## src/rtl/csl_pkg.sv

```systemverilog
package csl_pkg;
  localparam int BYTE_W    = 8;
  localparam int CID_W     = 4;
  localparam int BIT_IDX_W = $clog2(BYTE_W);

  // arrival slots within the control byte (slot 0 is the first bit shifted in)
  localparam int SLOT_BCAST = 0;
  localparam int SLOT_READ  = 1;
  localparam int SLOT_SPACE = 2;
  localparam int SLOT_CID   = BYTE_W - CID_W;

  typedef enum logic [1:0] {
    PH_CTRL = 2'd0,
    PH_ADDR = 2'd1,
    PH_DATA = 2'd2
  } phase_e;
endpackage

```

## src/rtl/csl_rst_sync.sv

```systemverilog
module csl_rst_sync #(
  parameter int STAGES = 2
) (
  input  logic clk,
  input  logic rst_n,
  output logic rst_n_sync
);
  logic [STAGES-1:0] sr_q;

  always_ff @(posedge clk or negedge rst_n) begin
    if (!rst_n) sr_q <= '0;
    else        sr_q <= {sr_q[STAGES-2:0], 1'b1};
  end

  assign rst_n_sync = sr_q[STAGES-1];
endmodule

```

## src/rtl/csl_in_sync.sv

```systemverilog
module csl_in_sync #(
  parameter int   STAGES  = 2,
  parameter logic RST_VAL = 1'b0
) (
  input  logic clk,
  input  logic rst_n,
  input  logic d,
  output logic q
);
  logic [STAGES-1:0] sr_q;

  always_ff @(posedge clk or negedge rst_n) begin
    if (!rst_n) sr_q <= {STAGES{RST_VAL}};
    else        sr_q <= {sr_q[STAGES-2:0], d};
  end

  assign q = sr_q[STAGES-1];
endmodule

```

## src/rtl/csl_cid_stage.sv

```systemverilog
// One channel's bit-serial decrement of the LSB-first channel ID, plus its
// "received zero" detector.
module csl_cid_stage (
  input  logic clk,
  input  logic rst_n,
  input  logic init,     // start of a control byte: preload borrow and zero
  input  logic step,     // one ID bit is being consumed this cycle
  input  logic active,   // ID slot and decrement enabled (no broadcast)
  input  logic bit_in,
  output logic bit_out,
  output logic zero
);
  logic borrow_q, borrow_d;
  logic zero_q, zero_d;

  assign bit_out = active ? (bit_in ^ borrow_q) : bit_in;
  assign zero    = zero_q;

  always_comb begin
    borrow_d = borrow_q;
    zero_d   = zero_q;
    if (init) begin
      borrow_d = 1'b1;
      zero_d   = 1'b1;
    end else if (step) begin
      borrow_d = borrow_q & ~bit_in;
      zero_d   = zero_q & ~bit_in;
    end
  end

  always_ff @(posedge clk or negedge rst_n) begin
    if (!rst_n) begin
      borrow_q <= 1'b0;
      zero_q   <= 1'b0;
    end else begin
      borrow_q <= borrow_d;
      zero_q   <= zero_d;
    end
  end

  // a cleared borrow never comes back within one ID field
  p_borrow_hold_r2: assert property (@(posedge clk) disable iff (!rst_n)
    (!borrow_q && !init) |=> !borrow_q)
    else $error("borrow reappeared without init");

  // once a nonzero ID bit is seen, the channel stays unmatched until init
  p_zero_hold_r3: assert property (@(posedge clk) disable iff (!rst_n)
    (!zero_q && !init) |=> !zero_q)
    else $error("zero flag reappeared without init");
endmodule

```

## src/rtl/chain_spi_slave.sv

```systemverilog
module chain_spi_slave
  import csl_pkg::*;
#(
  parameter int NUM_CH      = 2,
  parameter int SYNC_STAGES = 2
) (
  input  logic              clk,
  input  logic              rst_n,
  input  logic              sclk,
  input  logic              cs_n,
  input  logic              sdi,
  output logic              sdi_thru,
  output logic              sdo,
  output logic              sdo_oe,
  output logic              rf_we,
  output logic              rf_re,
  output logic [NUM_CH-1:0] rf_sel,
  output logic              rf_reg,
  output logic [BYTE_W-1:0] rf_addr,
  output logic [BYTE_W-1:0] rf_wdata,
  input  logic [BYTE_W-1:0] rf_rdata
);
  localparam logic [BIT_IDX_W-1:0] BIT_LAST = BIT_IDX_W'(BYTE_W - 1);
  localparam logic [BIT_IDX_W-1:0] B_BCAST  = BIT_IDX_W'(SLOT_BCAST);
  localparam logic [BIT_IDX_W-1:0] B_READ   = BIT_IDX_W'(SLOT_READ);
  localparam logic [BIT_IDX_W-1:0] B_SPACE  = BIT_IDX_W'(SLOT_SPACE);
  localparam logic [BIT_IDX_W-1:0] B_CID    = BIT_IDX_W'(SLOT_CID);

  // ---------------- reset and input synchronisation ----------------
  logic rst_n_s, sclk_s, cs_s, sdi_s;

  csl_rst_sync #(.STAGES(SYNC_STAGES)) u_rst (
    .clk(clk), .rst_n(rst_n), .rst_n_sync(rst_n_s));
  csl_in_sync #(.STAGES(SYNC_STAGES), .RST_VAL(1'b1)) u_sclk (
    .clk(clk), .rst_n(rst_n_s), .d(sclk), .q(sclk_s));
  csl_in_sync #(.STAGES(SYNC_STAGES), .RST_VAL(1'b1)) u_cs (
    .clk(clk), .rst_n(rst_n_s), .d(cs_n), .q(cs_s));
  csl_in_sync #(.STAGES(SYNC_STAGES), .RST_VAL(1'b0)) u_sdi (
    .clk(clk), .rst_n(rst_n_s), .d(sdi), .q(sdi_s));

  logic sclk_d_q, cs_d_q;
  logic rise_ev, fall_ev, cs_fall, soft_rst;

  assign rise_ev  = sclk_s & ~sclk_d_q & ~cs_s;
  assign fall_ev  = ~sclk_s & sclk_d_q & ~cs_s;
  assign cs_fall  = ~cs_s & cs_d_q;

  // ---------------- frame state ----------------
  phase_e                ph_q, ph_d;
  logic [BIT_IDX_W-1:0]  bit_q, bit_d;
  logic                  bcast_q, bcast_d, rd_q, rd_d, space_q, space_d;
  logic [BYTE_W-1:0]     addr_q, addr_d, data_q, data_d, tx_q, tx_d;
  logic [NUM_CH-1:0]     sel_q, sel_d;
  logic                  sdo_q, sdo_d, oe_q, oe_d;
  logic                  re_q, re_d, we_q, we_d, thru_q;
  logic                  last_bit, cid_slot, rd_ok, wr_ok;

  assign last_bit = (bit_q == BIT_LAST);
  assign soft_rst = cs_fall && (bit_q != '0);
  assign cid_slot = (ph_q == PH_CTRL) && (bit_q >= B_CID);

  // ---------------- per-channel ID decrement chain ----------------
  logic [NUM_CH:0]   chain_bit;
  logic [NUM_CH-1:0] ch_zero;
  logic              id_init, id_step, id_active;

  assign chain_bit[0] = sdi_s;
  assign id_init      = rise_ev && (ph_q == PH_CTRL) && (bit_q == '0);
  assign id_step      = rise_ev && cid_slot;
  assign id_active    = cid_slot && !bcast_q;

  for (genvar g = 0; g < NUM_CH; g++) begin : g_ch
    csl_cid_stage u_stage (
      .clk    (clk),
      .rst_n  (rst_n_s),
      .init   (id_init),
      .step   (id_step),
      .active (id_active),
      .bit_in (chain_bit[g]),
      .bit_out(chain_bit[g+1]),
      .zero   (ch_zero[g])
    );
  end

  assign rd_ok = rd_q && !bcast_q && (|ch_zero);
  assign wr_ok = !rd_q && (bcast_q || (|ch_zero));

  // ---------------- next state ----------------
  always_comb begin
    ph_d    = ph_q;
    bit_d   = bit_q;
    bcast_d = bcast_q;
    rd_d    = rd_q;
    space_d = space_q;
    addr_d  = addr_q;
    data_d  = data_q;
    tx_d    = tx_q;
    sel_d   = sel_q;
    sdo_d   = sdo_q;
    oe_d    = oe_q;
    re_d    = 1'b0;
    we_d    = 1'b0;

    if (re_q) tx_d = rf_rdata;

    if (soft_rst) begin
      ph_d  = PH_CTRL;
      bit_d = '0;
      oe_d  = 1'b0;
    end else if (rise_ev) begin
      bit_d = last_bit ? '0 : bit_q + 1'b1;
      unique case (ph_q)
        PH_CTRL: begin
          if (bit_q == B_BCAST) bcast_d = sdi_s;
          if (bit_q == B_READ)  rd_d    = sdi_s;
          if (bit_q == B_SPACE) space_d = sdi_s;
          if (last_bit)         ph_d    = PH_ADDR;
        end
        PH_ADDR: begin
          addr_d = {addr_q[BYTE_W-2:0], sdi_s};
          if (last_bit) begin
            ph_d = PH_DATA;
            if (rd_ok) begin
              re_d  = 1'b1;
              sel_d = ch_zero;
            end
          end
        end
        PH_DATA: begin
          data_d = {data_q[BYTE_W-2:0], sdi_s};
          if (last_bit) begin
            ph_d = PH_CTRL;
            oe_d = 1'b0;
            if (wr_ok) begin
              we_d  = 1'b1;
              sel_d = bcast_q ? '1 : ch_zero;
            end
          end
        end
        default: ph_d = PH_CTRL;
      endcase
    end else if (fall_ev && (ph_q == PH_DATA) && rd_ok) begin
      sdo_d = tx_q[BYTE_W-1];
      tx_d  = {tx_q[BYTE_W-2:0], 1'b0};
      oe_d  = 1'b1;
    end

    if (cs_s) oe_d = 1'b0;
  end

  // ---------------- registers ----------------
  always_ff @(posedge clk or negedge rst_n_s) begin
    if (!rst_n_s) begin
      sclk_d_q <= 1'b1;
      cs_d_q   <= 1'b1;
      ph_q     <= PH_CTRL;
      bit_q    <= '0;
      bcast_q  <= 1'b0;
      rd_q     <= 1'b0;
      space_q  <= 1'b0;
      addr_q   <= '0;
      data_q   <= '0;
      tx_q     <= '0;
      sel_q    <= '0;
      sdo_q    <= 1'b0;
      oe_q     <= 1'b0;
      re_q     <= 1'b0;
      we_q     <= 1'b0;
      thru_q   <= 1'b0;
    end else begin
      sclk_d_q <= sclk_s;
      cs_d_q   <= cs_s;
      ph_q     <= ph_d;
      bit_q    <= bit_d;
      bcast_q  <= bcast_d;
      rd_q     <= rd_d;
      space_q  <= space_d;
      addr_q   <= addr_d;
      data_q   <= data_d;
      tx_q     <= tx_d;
      sel_q    <= sel_d;
      sdo_q    <= sdo_d;
      oe_q     <= oe_d;
      re_q     <= re_d;
      we_q     <= we_d;
      thru_q   <= chain_bit[NUM_CH];
    end
  end

  assign sdi_thru = thru_q;
  assign sdo      = sdo_q;
  assign sdo_oe   = oe_q;
  assign rf_we    = we_q;
  assign rf_re    = re_q;
  assign rf_sel   = sel_q;
  assign rf_reg   = space_q;
  assign rf_addr  = addr_q;
  assign rf_wdata = data_q;

  // ---------------- assertions ----------------
  p_we_pulse_r4: assert property (@(posedge clk) disable iff (!rst_n_s)
    rf_we |=> !rf_we) else $error("write strobe longer than one cycle");

  p_re_pulse_r6: assert property (@(posedge clk) disable iff (!rst_n_s)
    rf_re |=> !rf_re) else $error("read strobe longer than one cycle");

  p_we_re_excl_r8: assert property (@(posedge clk) disable iff (!rst_n_s)
    rf_we |-> !rf_re) else $error("read and write strobes together");

  p_read_onehot_r3: assert property (@(posedge clk) disable iff (!rst_n_s)
    rf_re |-> ($countones(rf_sel) == 1)) else $error("read selects not one-hot");

  p_no_bcast_read_r5: assert property (@(posedge clk) disable iff (!rst_n_s)
    rf_re |-> !bcast_q) else $error("read issued under broadcast");

  p_oe_read_only_r7: assert property (@(posedge clk) disable iff (!rst_n_s)
    sdo_oe |-> (rd_q && !bcast_q && ph_q == PH_DATA))
    else $error("output enabled outside a read data byte");

  p_oe_drops_cs_r7: assert property (@(posedge clk) disable iff (!rst_n_s)
    cs_s |=> !sdo_oe) else $error("output enabled while deselected");

  p_sdo_on_fall_r6: assert property (@(posedge clk) disable iff (!rst_n_s)
    !fall_ev |=> $stable(sdo)) else $error("sdo moved without a falling edge");

  p_soft_reset_r9: assert property (@(posedge clk) disable iff (!rst_n_s)
    soft_rst |=> (ph_q == PH_CTRL && bit_q == '0))
    else $error("mid-byte select did not reframe");
endmodule

```

## config.mk

```make
export PLATFORM = sky130hd
export DESIGN_NAME = chain_spi_slave
export DESIGN_NICKNAME = d
export VERILOG_FILES = /design/src/rtl/csl_pkg.sv /design/src/rtl/csl_rst_sync.sv /design/src/rtl/csl_in_sync.sv /design/src/rtl/csl_cid_stage.sv /design/src/rtl/chain_spi_slave.sv
export SDC_FILE = /design/constraint.sdc
export NUM_CORES = 1
export LEC_CHECK = 0
export BUFFER_PORTS_ARGS = -buffer_cell sky130_fd_sc_hd__clkbuf_2
export CAP_MARGIN = 10
export CORE_MARGIN = 2
export CORE_UTILIZATION = 45
export CTS_CLUSTER_DIAMETER = 40
export DETAILED_ROUTE_END_ITERATION = 7
export PLACE_DENSITY = 0.66
export SYNTH_ARGS = -nofsm -noshare
export SYNTH_HDL_FRONTEND = slang
export SYNTH_SLANG_ARGS = --single-unit
```

## constraint.sdc

```tcl
create_clock -name clk -period 3.65 [get_ports clk]
set_input_delay 0.365 -clock clk [delete_from_list [all_inputs] [get_ports clk]]
set_output_delay 0.365 -clock clk [all_outputs]
set_load 0.005 [all_outputs]
```

==> reports/results.ini <==
[yosys]
yosys_warnings=0
syn_avg_cell_area_um2=13.5
ys_dominant_reg_cell=dfrtp_1
synthesis.area_um2=2310
netlist_instances=171
synth_seq_cells=53
seq_area_frac_synth_pct=57.8
synth.net_count=191
async_reset_ff_share_pct=100
synth_cell_types=36
synth-edff-count=0

[worst_setup_path]
cp.depth=6
max_stage_delay_ps=440
r2r_setup_slack_ps=1510
path_class=reg2reg
arrival_ps=2330
crit_chain=inv_1 > ha_1 > nor2b_1 > nor3_1 > nor3_4 > mux2_2
crit_end=tx_q[1]
start_kind=register
cp-startpoint=bit_q[0]
endpoint_kind=register
r2r-end=tx_q[1]
timing.rr.start=bit_q[0]
cp_num_buf_inv=1
cp_max_fo=9
worst_ep_required_time_ps=3840
rr_worst_depth=6
critPathTopFamily=simple AND/OR/NAND/NOR gates
slowest_stage=nor3_4

[power]
leakagePower_nw=1.28
powerDensity_nw_per_um2=473
ir_worst_vdd_mv=0.312

[sta]
slew_viol_final=0
max_clock_freq_mhz=467
setup_violations=0
timing.setup.tns_ps=0
fin_crit_ps=2140
final-hold-violation-count=0
slew_headroom_pct=28.7
min_period_over_period_pct=58.7
clock_skew_ps=8.94
tightest_slew_ps=1070
grt_setup_unrepaired=no

[floorplan]
coreArea_um2=5040
row_count=26
die_area_um2=5720
io_pins=37
fp.dieH_um=75.6
initial_core_util_pct=45.8
die-width_um=75.6

[worst_hold_path]
holdPathStages=1
hp-class=in2reg

[clocking]
cts_tree=done
numCtsBuffers=5
cts_resized=0
clock_latency_ps=300
clock-root-buffer=clkbuf_8
cts_num_sinks=53
cts_setup_buffers=0
path_clk_slew_ps=90
clockBufferDepth=2
h-tree-depth=2

[placed_design]
dp_hpwl_um=2650
gp_congestion=0.824
portBuffers=36

[grt]
grt_first_pass_wirelength_um=6150
grt_max_degree=52
grt_overflow=0
antenna_found_initial=0
first_global_vias=1366
track_usage_pct=14.5

[route]
dr.pass1.iters=4
vias=1426
ant_nets=0
drc_errors=0
routedWlPerCell_um=13.2
viasPerCell=5.04
wl_um=3740
drt-initial-drc-count=40

[cells_and_area]
fillers=445
layout-drive-gt1-share_pct=44.1
diodes=0
layout_common_cells=dfrtp_1, mux2_2, clkbuf_2
nets=232
area.growth.synth_to_final_pct=15.1
utilization_pct=52.7
layout_commonest_cell=dfrtp_1

[flow_run]
drv_cap=0

[outcome]
outcome=finished, final reports clean

-- through the flow --
step / worst slack [ps] / instances / instance area, um^2 / total power [mW] / hold slack (ps)
2_1_floorplan: 1770 / 171 / 2310 / 0.886 / 69.4
5_1_grt: 1370 / 283 / 2660 / 1.33 / 129
3_5_place_dp: 1500 / 274 / 2560 / 0.960 / 152
3_3_place_gp: 1490 / 274 / 2560 / 0.956 / 152
6_report: 1510 / 283 / 2660 / 1.26 / 150
4_1_cts: 1490 / 283 / 2660 / 1.27 / 140
-- layout make-up --
type | instances | area, um^2 | share of cell area, %
multi-input combinational | 108 | 936 | 35.2
timing repair buffer | 37 | 190 | 7.16
sequential | 53 | 1340 | 50.3
clock buffer | 7 | 76.3 | 2.87
clock inverter | 1 | 5.00 | 0.188
tap | 70 | 87.6 | 3.30
inverter | 7 | 26.3 | 0.989
-- power breakdown --
part	total, mW	internal [mW]	switching (mW)
Sequential	0.729	0.655	0.0735
Combinational	0.221	0.117	0.104
Clock	0.307	0.135	0.172
-- cells in the mapped netlist (2+ instances only) --
master,n,area (um^2)
a21oi_1,5,25.0
nor2_2,2,12.5
nor3_1,5,25.0
o21ai_0,5,25.0
dfstp_2,6,158
ha_1,7,87.6
a22o_1,2,17.5
inv_1,7,26.3
nand4b_1,2,17.5
and3_1,2,12.5
mux2_2,36,405
mux2i_1,4,40.0
dfrtp_1,47,1180
nor4b_1,3,26.3
nand2b_1,4,25.0
o22a_1,2,17.5
nor2_1,9,33.8
a221o_1,2,20.0
nor2b_1,2,12.5
nand2_1,3,11.3
-- metal layers --
metal	wire length, um	vias up	global-route usage (%)	part of all wire [%]
met3	156	5	4.23	4.2
met2	1760	29	23.4	47
li1	-	690	-	-
met1	1780	702	19.2	48
met4	38	0	4.09	1.0
met5	0	-	0	0
-- cells by family (layout without fill, tap and decap cells) --
group,count (synthesis),in the layout,share of synthesized area [%]
flops,53,53,57.8
mux,40,40,19.3
simple gates,39,39,10.8
compound gates,21,21,6.50
buf+inv,10,52,1.68
fa+ha+maj,7,7,3.79
other cells,1,1,0.162
-- worst min-delay path by stage --
stage	from	endpoint
floorplan	rst_n	u_rst.sr_q[0]
global placement	rst_n	u_rst.sr_q[0]
detailed placement	rst_n	u_rst.sr_q[0]
CTS	cs_n	u_cs.sr_q[0]
global route	cs_n	u_cs.sr_q[0]
finish	cs_n	u_cs.sr_q[0]
-- repair_timing --
action / CTS / global route
hold endpoints to repair: 2 / 0
endpoints found under the setup margin: 0 / 0
hold buffers: 1 / 0
No activity file was read; power rests on OpenSTA's default activity.
